[src/rtl/fault_rec_pkg.sv]
package fault_rec_pkg;
  localparam logic [7:0] OFF_ACTION   = 8'h00;
  localparam logic [7:0] OFF_STATUS   = 8'h04;
  localparam logic [7:0] OFF_CLEAR    = 8'h08;
  localparam logic [7:0] OFF_REC_BASE = 8'h20;
  localparam int unsigned REC_STRIDE  = 16;

  localparam int unsigned STAT_OVR_LSB = 8;
  localparam int unsigned STAT_OVL_LSB = 16;
  localparam int unsigned CTL_WR_BIT   = 24;
  localparam int unsigned CTL_NS_BIT   = 21;
  localparam int unsigned CTL_UP_BIT   = 20;
  localparam int unsigned ID_VNET_LSB  = 24;

  typedef struct packed {
    logic write;
    logic nonsec;
    logic unpriv;
  } acc_attr_t;
endpackage

[src/rtl/fault_slot.sv]
module fault_slot
  import fault_rec_pkg::*;
#(
  parameter int unsigned ADDR_W = 48,
  parameter int unsigned ID_W   = 8,
  parameter int unsigned VNET_W = 4
) (
  input  logic              clk_i,
  input  logic              rst_ni,
  input  logic              hit_i,
  input  logic              clr_i,
  input  logic              ovl_i,
  input  logic [ADDR_W-1:0] addr_i,
  input  acc_attr_t         attr_i,
  input  logic [ID_W-1:0]   id_i,
  input  logic [VNET_W-1:0] vnet_i,
  output logic              flag_o,
  output logic              ovr_o,
  output logic              ovl_o,
  output logic [ADDR_W-1:0] addr_o,
  output acc_attr_t         attr_o,
  output logic [ID_W-1:0]   id_o,
  output logic [VNET_W-1:0] vnet_o
);
  logic capture;
  // a clear in the same cycle frees the slot for the incoming fault
  assign capture = hit_i && (!flag_o || clr_i);

  always_ff @(posedge clk_i or negedge rst_ni) begin
    if (!rst_ni) begin
      flag_o <= 1'b0;
      ovr_o  <= 1'b0;
      ovl_o  <= 1'b0;
    end else begin
      flag_o <= (flag_o && !clr_i) || hit_i;
      ovr_o  <= (ovr_o && !clr_i) || (hit_i && flag_o && !clr_i);
      ovl_o  <= (ovl_o && !clr_i) || ovl_i;
    end
  end

  always_ff @(posedge clk_i or negedge rst_ni) begin
    if (!rst_ni) begin
      addr_o <= '0;
      attr_o <= '0;
      id_o   <= '0;
      vnet_o <= '0;
    end else if (capture) begin
      addr_o <= addr_i;
      attr_o <= attr_i;
      id_o   <= id_i;
      vnet_o <= vnet_i;
    end
  end
endmodule

[src/rtl/fault_rdmux.sv]
module fault_rdmux
  import fault_rec_pkg::*;
#(
  parameter int unsigned NF     = 4,
  parameter int unsigned FW     = 2,
  parameter int unsigned ADDR_W = 48,
  parameter int unsigned ID_W   = 8,
  parameter int unsigned VNET_W = 4
) (
  input  logic [7:0]                  addr_i,
  input  logic [1:0]                  act_i,
  input  logic [NF-1:0]               flag_i,
  input  logic [NF-1:0]               ovr_i,
  input  logic [NF-1:0]               ovl_i,
  input  logic [NF-1:0][ADDR_W-1:0]   rec_addr_i,
  input  acc_attr_t [NF-1:0]          rec_attr_i,
  input  logic [NF-1:0][ID_W-1:0]     rec_id_i,
  input  logic [NF-1:0][VNET_W-1:0]   rec_vnet_i,
  output logic [31:0]                 rdata_o
);
  localparam logic [7:0] REC_SPAN = 8'(REC_STRIDE * NF);

  logic [7:0]    rel;
  logic          in_rec;
  logic [FW-1:0] idx;
  logic [1:0]    word;
  logic [63:0]   full_addr;
  logic [31:0]   status;
  logic          unused_rd;

  assign rel       = addr_i - OFF_REC_BASE;
  assign in_rec    = (addr_i >= OFF_REC_BASE) && (rel < REC_SPAN);
  assign idx       = rel[FW+3:4];
  assign word      = rel[3:2];
  assign full_addr = 64'(rec_addr_i[idx]);
  assign unused_rd = ^rel;

  always_comb begin
    status = '0;
    status[NF-1:0]                       = flag_i;
    status[STAT_OVR_LSB +: NF]           = ovr_i;
    status[STAT_OVL_LSB +: NF]           = ovl_i;
  end

  always_comb begin
    rdata_o = '0;
    if (in_rec) begin
      case (word)
        2'd0: rdata_o = full_addr[31:0];
        2'd1: rdata_o = full_addr[63:32];
        2'd2: begin
          rdata_o[CTL_WR_BIT] = rec_attr_i[idx].write;
          rdata_o[CTL_NS_BIT] = rec_attr_i[idx].nonsec;
          rdata_o[CTL_UP_BIT] = rec_attr_i[idx].unpriv;
        end
        default: begin
          rdata_o[ID_W-1:0]                = rec_id_i[idx];
          rdata_o[ID_VNET_LSB +: VNET_W]   = rec_vnet_i[idx];
        end
      endcase
    end else begin
      case (addr_i)
        OFF_ACTION: rdata_o = 32'(act_i);
        OFF_STATUS: rdata_o = status;
        default:    rdata_o = '0;
      endcase
    end
  end
endmodule

[src/rtl/fault_recorder.sv]
module fault_recorder
  import fault_rec_pkg::*;
#(
  parameter int unsigned NF     = 4,
  parameter int unsigned ADDR_W = 48,
  parameter int unsigned ID_W   = 8,
  parameter int unsigned VNET_W = 4,
  localparam int unsigned FW    = (NF > 1) ? $clog2(NF) : 1
) (
  input  logic              clk_i,
  input  logic              rst_ni,
  input  logic              deny_valid_i,
  input  logic [FW-1:0]     deny_filt_i,
  input  logic [ADDR_W-1:0] deny_addr_i,
  input  logic              deny_write_i,
  input  logic              deny_nonsec_i,
  input  logic              deny_unpriv_i,
  input  logic [ID_W-1:0]   deny_id_i,
  input  logic [VNET_W-1:0] deny_vnet_i,
  input  logic [NF-1:0]     overlap_i,
  input  logic              reg_we_i,
  input  logic [7:0]        reg_addr_i,
  input  logic [31:0]       reg_wdata_i,
  output logic [31:0]       reg_rdata_o,
  output logic              irq_o
);
  logic [1:0]                act_q;
  logic [NF-1:0]             flag_v, ovr_v, ovl_v;
  logic [NF-1:0][ADDR_W-1:0] rec_addr;
  acc_attr_t [NF-1:0]        rec_attr;
  logic [NF-1:0][ID_W-1:0]   rec_id;
  logic [NF-1:0][VNET_W-1:0] rec_vnet;
  acc_attr_t                 in_attr;
  logic                      clr_we;
  logic                      unused_wd;

  assign in_attr   = '{write: deny_write_i, nonsec: deny_nonsec_i, unpriv: deny_unpriv_i};
  assign clr_we    = reg_we_i && (reg_addr_i == OFF_CLEAR);
  assign unused_wd = ^reg_wdata_i;

  always_ff @(posedge clk_i or negedge rst_ni) begin
    if (!rst_ni)                                    act_q <= '0;
    else if (reg_we_i && reg_addr_i == OFF_ACTION)  act_q <= reg_wdata_i[1:0];
  end

  for (genvar f = 0; f < NF; f++) begin : g_slot
    fault_slot #(.ADDR_W(ADDR_W), .ID_W(ID_W), .VNET_W(VNET_W)) slot_i (
      .clk_i  (clk_i),
      .rst_ni (rst_ni),
      .hit_i  (deny_valid_i && (deny_filt_i == FW'(f))),
      .clr_i  (clr_we && reg_wdata_i[f]),
      .ovl_i  (overlap_i[f]),
      .addr_i (deny_addr_i),
      .attr_i (in_attr),
      .id_i   (deny_id_i),
      .vnet_i (deny_vnet_i),
      .flag_o (flag_v[f]),
      .ovr_o  (ovr_v[f]),
      .ovl_o  (ovl_v[f]),
      .addr_o (rec_addr[f]),
      .attr_o (rec_attr[f]),
      .id_o   (rec_id[f]),
      .vnet_o (rec_vnet[f])
    );
  end

  fault_rdmux #(.NF(NF), .FW(FW), .ADDR_W(ADDR_W), .ID_W(ID_W), .VNET_W(VNET_W)) rdmux_i (
    .addr_i     (reg_addr_i),
    .act_i      (act_q),
    .flag_i     (flag_v),
    .ovr_i      (ovr_v),
    .ovl_i      (ovl_v),
    .rec_addr_i (rec_addr),
    .rec_attr_i (rec_attr),
    .rec_id_i   (rec_id),
    .rec_vnet_i (rec_vnet),
    .rdata_o    (reg_rdata_o)
  );

  assign irq_o = act_q[1] && (|flag_v);
endmodule

[config.mk]
export PLATFORM = sky130hd
export DESIGN_NAME = fault_recorder
export DESIGN_NICKNAME = d
export VERILOG_FILES = /design/src/rtl/fault_rec_pkg.sv /design/src/rtl/fault_slot.sv /design/src/rtl/fault_rdmux.sv /design/src/rtl/fault_recorder.sv
export SDC_FILE = /design/constraint.sdc
export NUM_CORES = 1
export LEC_CHECK = 0
export BUFFER_PORTS_ARGS = -buffer_cell sky130_fd_sc_hd__buf_2
export CORE_UTILIZATION = 50
export DETAILED_ROUTE_END_ITERATION = 8
export PLACE_DENSITY = 0.66
export SLEW_MARGIN = 30
export SYNTH_ARGS = -nofsm -noshare
export SYNTH_HDL_FRONTEND = slang
export SYNTH_SLANG_ARGS = --single-unit
[constraint.sdc]
create_clock -name clk_i -period 8.95 [get_ports clk_i]
set_clock_uncertainty 0.1 [all_clocks]
set_input_delay 1.3425 -clock clk_i [delete_from_list [all_inputs] [get_ports clk_i]]
set_output_delay 1.3425 -clock clk_i [all_outputs]
set_load 0.01 [all_outputs]
==> run_results.csv, run 1 <==
group,metric,value,unit
setup_path,crit_path_start,"reg_addr_i[4]",
clock_tree,cts_buffer_depth,3,
global_route,grt.overflow.total,0,
routing,top_layer,"met5",
timing,rsz0062_at_grt,"no",
layout,nets,1008,
setup_path,endpoint,"reg_rdata_o[24]",
routing,postRouteAntennaNets,0,
setup_path,cp_max_fo,47,
routing,routed_wl,28400,µm
setup_path,cp-start-kind,"primary input",
floorplan,row_count,56,
routing,m1WireLength,12300,µm
placed_design,gp_congestion,0.856,
clock_tree,htreeDepth,1,
placed_design,dpl_cell_area,0.0130,mm²
synth,syn_area_per_cell,15.6,µm²
routing,via_per_inst,5.91,
floorplan,core_region_area,0.0238,mm²
setup_path,required,7510,ps
synth,syn_nets,900,
setup_path,crit_arrival,3920,ps
setup_path,reg2reg_to,"g_slot[3].slot_i.addr_o[10]$_DFFE_PN0P_",
timing,setup_tns,0,ps
global_route,grt_max_degree,136,
power,power_density,234,mW/mm²
layout,design_area,0.0139,mm²
global_route,antenna_found_initial,4,
synth,synth_commonest_cells,"dfrtp_1 (266), mux2_2 (158), mux2_1 (98)",
clock_tree,clkLatencyLatePin,540,ps
setup_path,critical_path_class,"primary input to primary output",
setup_path,r2r-start,"g_slot[3].slot_i.flag_o$_DFF_PN0_",
routing,drc,0,
synth,ys_warn_count,0,
setup_path,end_kind,"primary output",
global_route,grt_use_total,23.7,%
routing,drt_iter0_drc,450,
timing,fin_crit_sh,60.0,%
power,leakagePower,6.27,nW
routing,via_count,7277,
timing,max_slew_margin,36.4,%
clock_tree,hold_buffers,0,
setup_path,r2r_setup_slack,6330,ps
routing,wl_per_cell,23.0,µm
clock_tree,cts_tree,"done",
timing,hold_viol,0,
synth,synth_cell_types,45,
floorplan,die_area,0.0251,mm²
clock_tree,post_cts_buffers,0,
clock_tree,cts-root-buf,"clkbuf_16",
min_path,hold_class,"register to register",
run_status,outcome,"complete, no violations",
routing,dr_wl_met3,1310,µm
layout,fin_util,58.6,%
timing,timing.fmax,186,MHz
global_route,grt_pass1_wl,44700,µm
timing,tightestPinTransition,954,ps
timing,drv_slew,0,
routing,wl_met2,14200,µm
routing,firstDrtPassIters,4,
global_route,grt_pass1_vias,7857,
clock_tree,cts.sink_count,266,
synth,ys_seq_area_share,54.5,%
timing,setup_viol,0,
min_path,hp-start,"g_slot[1].slot_i.addr_o[12]$_DFFE_PN0P_",
setup_path,reg2regPathDepth,3,
clock_tree,cts_buffers,28,
synth,synth_flop_cell,"dfrtp_1",
run,drv_cap,0,
floorplan,io_pins,146,
floorplan,start_util,51.4,%
layout,drive_gt1_share,43.5,%
placed_design,dp_hpwl,18200,µm
synth,syn_inst,785,
layout,area_growth,14.0,%
timing,fin_crit,5370,ps
synth,synth_most_common_cell,"dfrtp_1",
synth,async_flop_share,100,%
synth,synth_edf_count,0,
synth,syn_area,0.0122,mm²
synth,synth_seq_cells,266,
power,ir_worst_vdd,158,µV
floorplan,die_h,158,µm
floorplan,die_w,158,µm
clock_tree,clk_pin_slew_worst_paths,50,ps
synth,synth_top_cell_area_share,54.5,%
synth,synth_top_area_cell,"dfrtp_1",
placed_design,port_buffers,117,
clock_tree,cts_resized,0,
synth,ys_top_cells_by_area,"dfrtp_1 (54%), mux2_2 (15%), mux4_2 (11%), mux2_1 (9.0%), mux2i_1 (1.6%)",
[cell type report]
class / instances / area (µm²)
tap: 319 / 399
clock inverter: 4 / 20.0
fill: 1856 / 9820
antenna: 2 / 5.00
sequential: 266 / 6660
multi-input combinational: 455 / 5240
inverter: 14 / 52.6
timing repair buffer: 128 / 704
clock buffer: 44 / 852
[critical path, cell delays in order]
cell and delay [ps]:
buf_6 510, buf_4 530, mux4_2 550, and2_1 170
a211oi_1 440, a211oi_1 120, buf_2 190
[per-stage QoR]
| step | instances | setup slack, ps | total power, mW | hold WS, ps |
|---|---|---|---|---|
| after floorplan | 785 | 3590 | 1.99 | 349 |
| after global placement | 1181 | 3290 | 2.12 | 361 |
| after detailed placement | 1181 | 3510 | 2.19 | 366 |
| after CTS | 1229 | 3510 | 3.29 | 381 |
| after global routing | 1231 | 3380 | 3.42 | 401 |
| final | 1232 | 3580 | 3.26 | 380 |
[cell families (layout without fill, tap and decap cells)]
kind of cell	count (synthesis)	count (layout)	share of synthesized area, %
simple gates	68	68	3.09
other cells	0	2	0
flops	266	266	54.5
buf+inv	64	190	2.99
fa+ha+maj	2	2	0.205
mux	336	336	36.4
xor+xnor	1	1	0.0717
compound gates	48	48	2.78
[state kept, by name, indices dropped and copies added, names as in the netlist]
register / cells
act_q: 2
g_slot.slot_i.attr_o: 12
g_slot.slot_i.ovl_o: 4
g_slot.slot_i.vnet_o: 16
g_slot.slot_i.ovr_o: 4
g_slot.slot_i.id_o: 32
g_slot.slot_i.flag_o: 4
g_slot.slot_i.addr_o: 192
[layer usage]
| layer | global-route usage (%) | up-vias |
|---|---|---|
| met5 | 0 | - |
| met2 | 39.7 | 169 |
| met1 | 32.2 | 3907 |
| li1 | - | 3151 |
| met4 | 6.46 | 4 |
| met3 | 3.84 | 46 |
[worst min path at each step]
| stage | cells after the start | endpoint |
|---|---|---|
| after floorplan | 1 | g_slot[0].slot_i.ovl_o$_DFF_PN0_ |
| after global placement | 1 | g_slot[1].slot_i.addr_o[6]$_DFFE_PN0P_ |
| after detailed placement | 1 | g_slot[3].slot_i.ovl_o$_DFF_PN0_ |
| after CTS | 1 | g_slot[1].slot_i.ovl_o$_DFF_PN0_ |
| after global routing | 1 | g_slot[3].slot_i.addr_o[25]$_DFFE_PN0P_ |
| final | 1 | g_slot[1].slot_i.addr_o[12]$_DFFE_PN0P_ |
[power by group]
part	switching, mW	internal (mW)
clock network	0.450	0.646
logic	0.208	0.337
registers	0.136	1.48
total	0.794	2.46
[layout by cell type, fill, tap and decap left out, types with 8 or more instances in the layout]
| cell type | synthesis | routed |
|---|---|---|
| buf_2 | 10 | 115 |
| inv_1 | 13 | 13 |
| clkbuf_1 | 11 | 8 |
| mux2_1 | 98 | 98 |
| mux2i_1 | 19 | 19 |
| a21oi_1 | 10 | 10 |
| clkbuf_16 | 0 | 29 |
| buf_4 | 20 | 10 |
| mux4_2 | 61 | 61 |
| mux2_2 | 158 | 158 |
| dfrtp_1 | 266 | 266 |
| nand2_1 | 18 | 18 |
| nand4_1 | 8 | 8 |
No activity file was read; power rests on OpenSTA's default activity.
==> run 2, diff against run 1 <==
- clock period: 8.95 -> 5.48 ns (I/O delays scaled with it)
==> run 2 against run 1 <==
Effect of this change:
- sequential share of layout area down 0.40 points
- via count down 0.33%
- setup slack worse by 2400 ps
- combinational power up 65%
==> run_results.csv, run 2 (synthesis gave the netlist of run 1 again) <==
group,metric,value,unit
setup_path,required,4560,ps
min_path,hold_class,"primary input to asynchronous set/reset pin",
setup_path,reg2reg_to,"g_slot[0].slot_i.addr_o[35]$_DFFE_PN0P_",
power,finalPower,5.47,mW
placed_design,dp_hpwl,18600,µm
global_route,grt_pass1_wl,45400,µm
power,switching_share,24.1,%
routing,routed_wl,28500,µm
layout,area_growth,15.0,%
power,ir_worst_vdd,220,µV
timing,setup_tns,0,ps
clock_tree,cts.sink_count,266,
routing,via_count,7253,
power,p_int,4.15,mW
placed_design,gp_congestion,0.934,
global_route,grt_use_total,24.0,%
setup_path,critical_path_class,"primary input to primary output",
run_status,outcome,"complete, no violations",
clock_tree,cts-root-buf,"clkbuf_16",
floorplan,core_region_area,0.0238,mm²
layout,multi_input_comb_area,0.00523,mm²
timing,fin_crit,4320,ps
floorplan,die_area,0.0251,mm²
clock_tree,post_cts_buffers,0,
routing,via_per_inst,5.86,
routing,postRouteAntennaNets,0,
routing,drt_iter0_drc,421,
routing,wl_per_cell,23.0,µm
timing,max_slew_margin,40.9,%
power,pwr-share-comb,16.5,%
clock_tree,cts_resized,0,
clock_tree,hold_buffers,0,
setup_path,cp-start-kind,"primary input",
timing,rsz0062_at_grt,"no",
setup_path,r2r_setup_slack,3370,ps
setup_path,r2r-start,"g_slot[0].slot_i.flag_o$_DFF_PN0_",
layout,layout_common_cells,"dfrtp_1 (266), mux2_2 (158), buf_2 (115)",
clock_tree,cts_buffers,30,
setup_path,end_kind,"primary output",
clock_tree,clk_pin_slew_worst_paths,50,ps
layout,drive_gt1_share,43.8,%
timing,hold_viol,0,
run,drv_cap,0,
timing,tightestPinTransition,886,ps
global_route,grt.overflow.total,0,
timing,fin_crit_sh,78.9,%
layout,largest_reg_flops,192,
placed_design,port_buffers,117,
timing,holdWs,227,ps
layout,nFillCells,1844,
power,netSwitchingPower,1.32,mW
setup_path,reg2regPathDepth,3,
power,power.share.clock,35.3,%
floorplan,die_h,158,µm
layout,top_regs,"g_slot.slot_i.addr_o x192, g_slot.slot_i.id_o x32, g_slot.slot_i.vnet_o x16",
power,leakagePower,6.33,nW
clock_tree,htreeDepth,1,
layout,largest_register,"g_slot.slot_i.addr_o",
power,power_density,389,mW/mm²
layout,regArea,0.00666,mm²
setup_path,cp_max_fo,22,
setup_path,crit_arrival,3400,ps
floorplan,io_pins,146,
floorplan,die_w,158,µm
clock_tree,cts_buffer_depth,3,
clock_tree,clkLatencyLatePin,540,ps
clock_tree,cts_tree,"done",
layout,nets,1012,
global_route,grt_max_degree,153,
routing,firstDrtPassIters,5,
timing,timing.fmax,231,MHz
timing,setup_viol,0,
global_route,grt_pass1_vias,8016,
global_route,antenna_found_initial,3,
power,seq_power_share,48.3,%
routing,drc,0,
floorplan,row_count,56,
floorplan,start_util,51.4,%
timing,drv_slew,0,
layout,final_common_cell,"dfrtp_1",
## run 2: cell count changes in the layout (fill, tap and decap cells not counted), sizes merged
cell	before	now
clkinv	5	4
clkbuf	44	47
inv	13	14
bufinv	0	1
buf	128	130
## run 2: how the worst max path moves through the flow
stage                        from              end
floorplan           reg_addr_i[5]  reg_rdata_o[24]
global placement    reg_addr_i[5]  reg_rdata_o[10]
detailed placement  reg_addr_i[5]  reg_rdata_o[10]
CTS                 reg_addr_i[5]  reg_rdata_o[10]
global route        reg_addr_i[5]  reg_rdata_o[10]
finish              reg_addr_i[5]  reg_rdata_o[10]
## run 2: power groups by stage
| stage | logic, mW | clock network (mW) | registers [mW] |
|---|---|---|---|
| 6_report | 0.900 | 1.93 | 2.64 |
| 4_1_cts | 0.912 | 1.97 | 2.64 |
| 3_5_place_dp | 0.907 | 0 | 2.68 |
| 3_3_place_gp | 0.854 | 0 | 2.62 |
| 2_1_floorplan | 0.666 | 0 | 2.58 |
| 5_1_grt | 0.981 | 2.05 | 2.70 |
## run 2: final cells by class
| cell class | instances | area share (%) |
|---|---|---|
| Inverter | 14 | 0.374 |
| Sequential cell | 266 | 47.4 |
| Clock inverter | 5 | 0.383 |
| Antenna cell | 2 | 0.0356 |
| Multi-Input combinational cell | 455 | 37.3 |
| Timing Repair Buffer | 130 | 5.22 |
| Clock buffer | 47 | 6.52 |
| Tap cell | 319 | 2.84 |
## run 2: stage by stage
step / setup slack (ps) / std cells / util, % / instance area [µm²]
finish: 1160 / 1238 / 59.1 / 14000
CTS: 1170 / 1236 / 59.1 / 14000
global route: 1050 / 1237 / 59.1 / 14000
global placement: 1270 / 1184 / 55.0 / 13100
floorplan: 1170 / 785 / - / 12200
detailed placement: 1160 / 1184 / 55.0 / 13100
## run 2: per-layer routing
metal  GRT usage (%)  vias up  share of wire, %
met3            3.59       41               4.1
met5               0        -             0.046
met1            32.2     3905                43
li1                -     3155                 -
met2            41.2      150                51
met4            5.49        2               1.8
## run 2: critical path, cell delays in order
cell	delay (ps)
buf_2	490
inv_1	100
ha_1	270
or2_2	310
o21ai_0	410
o21ai_2	190
buf_4	240
o31ai_1	350
buf_2	200
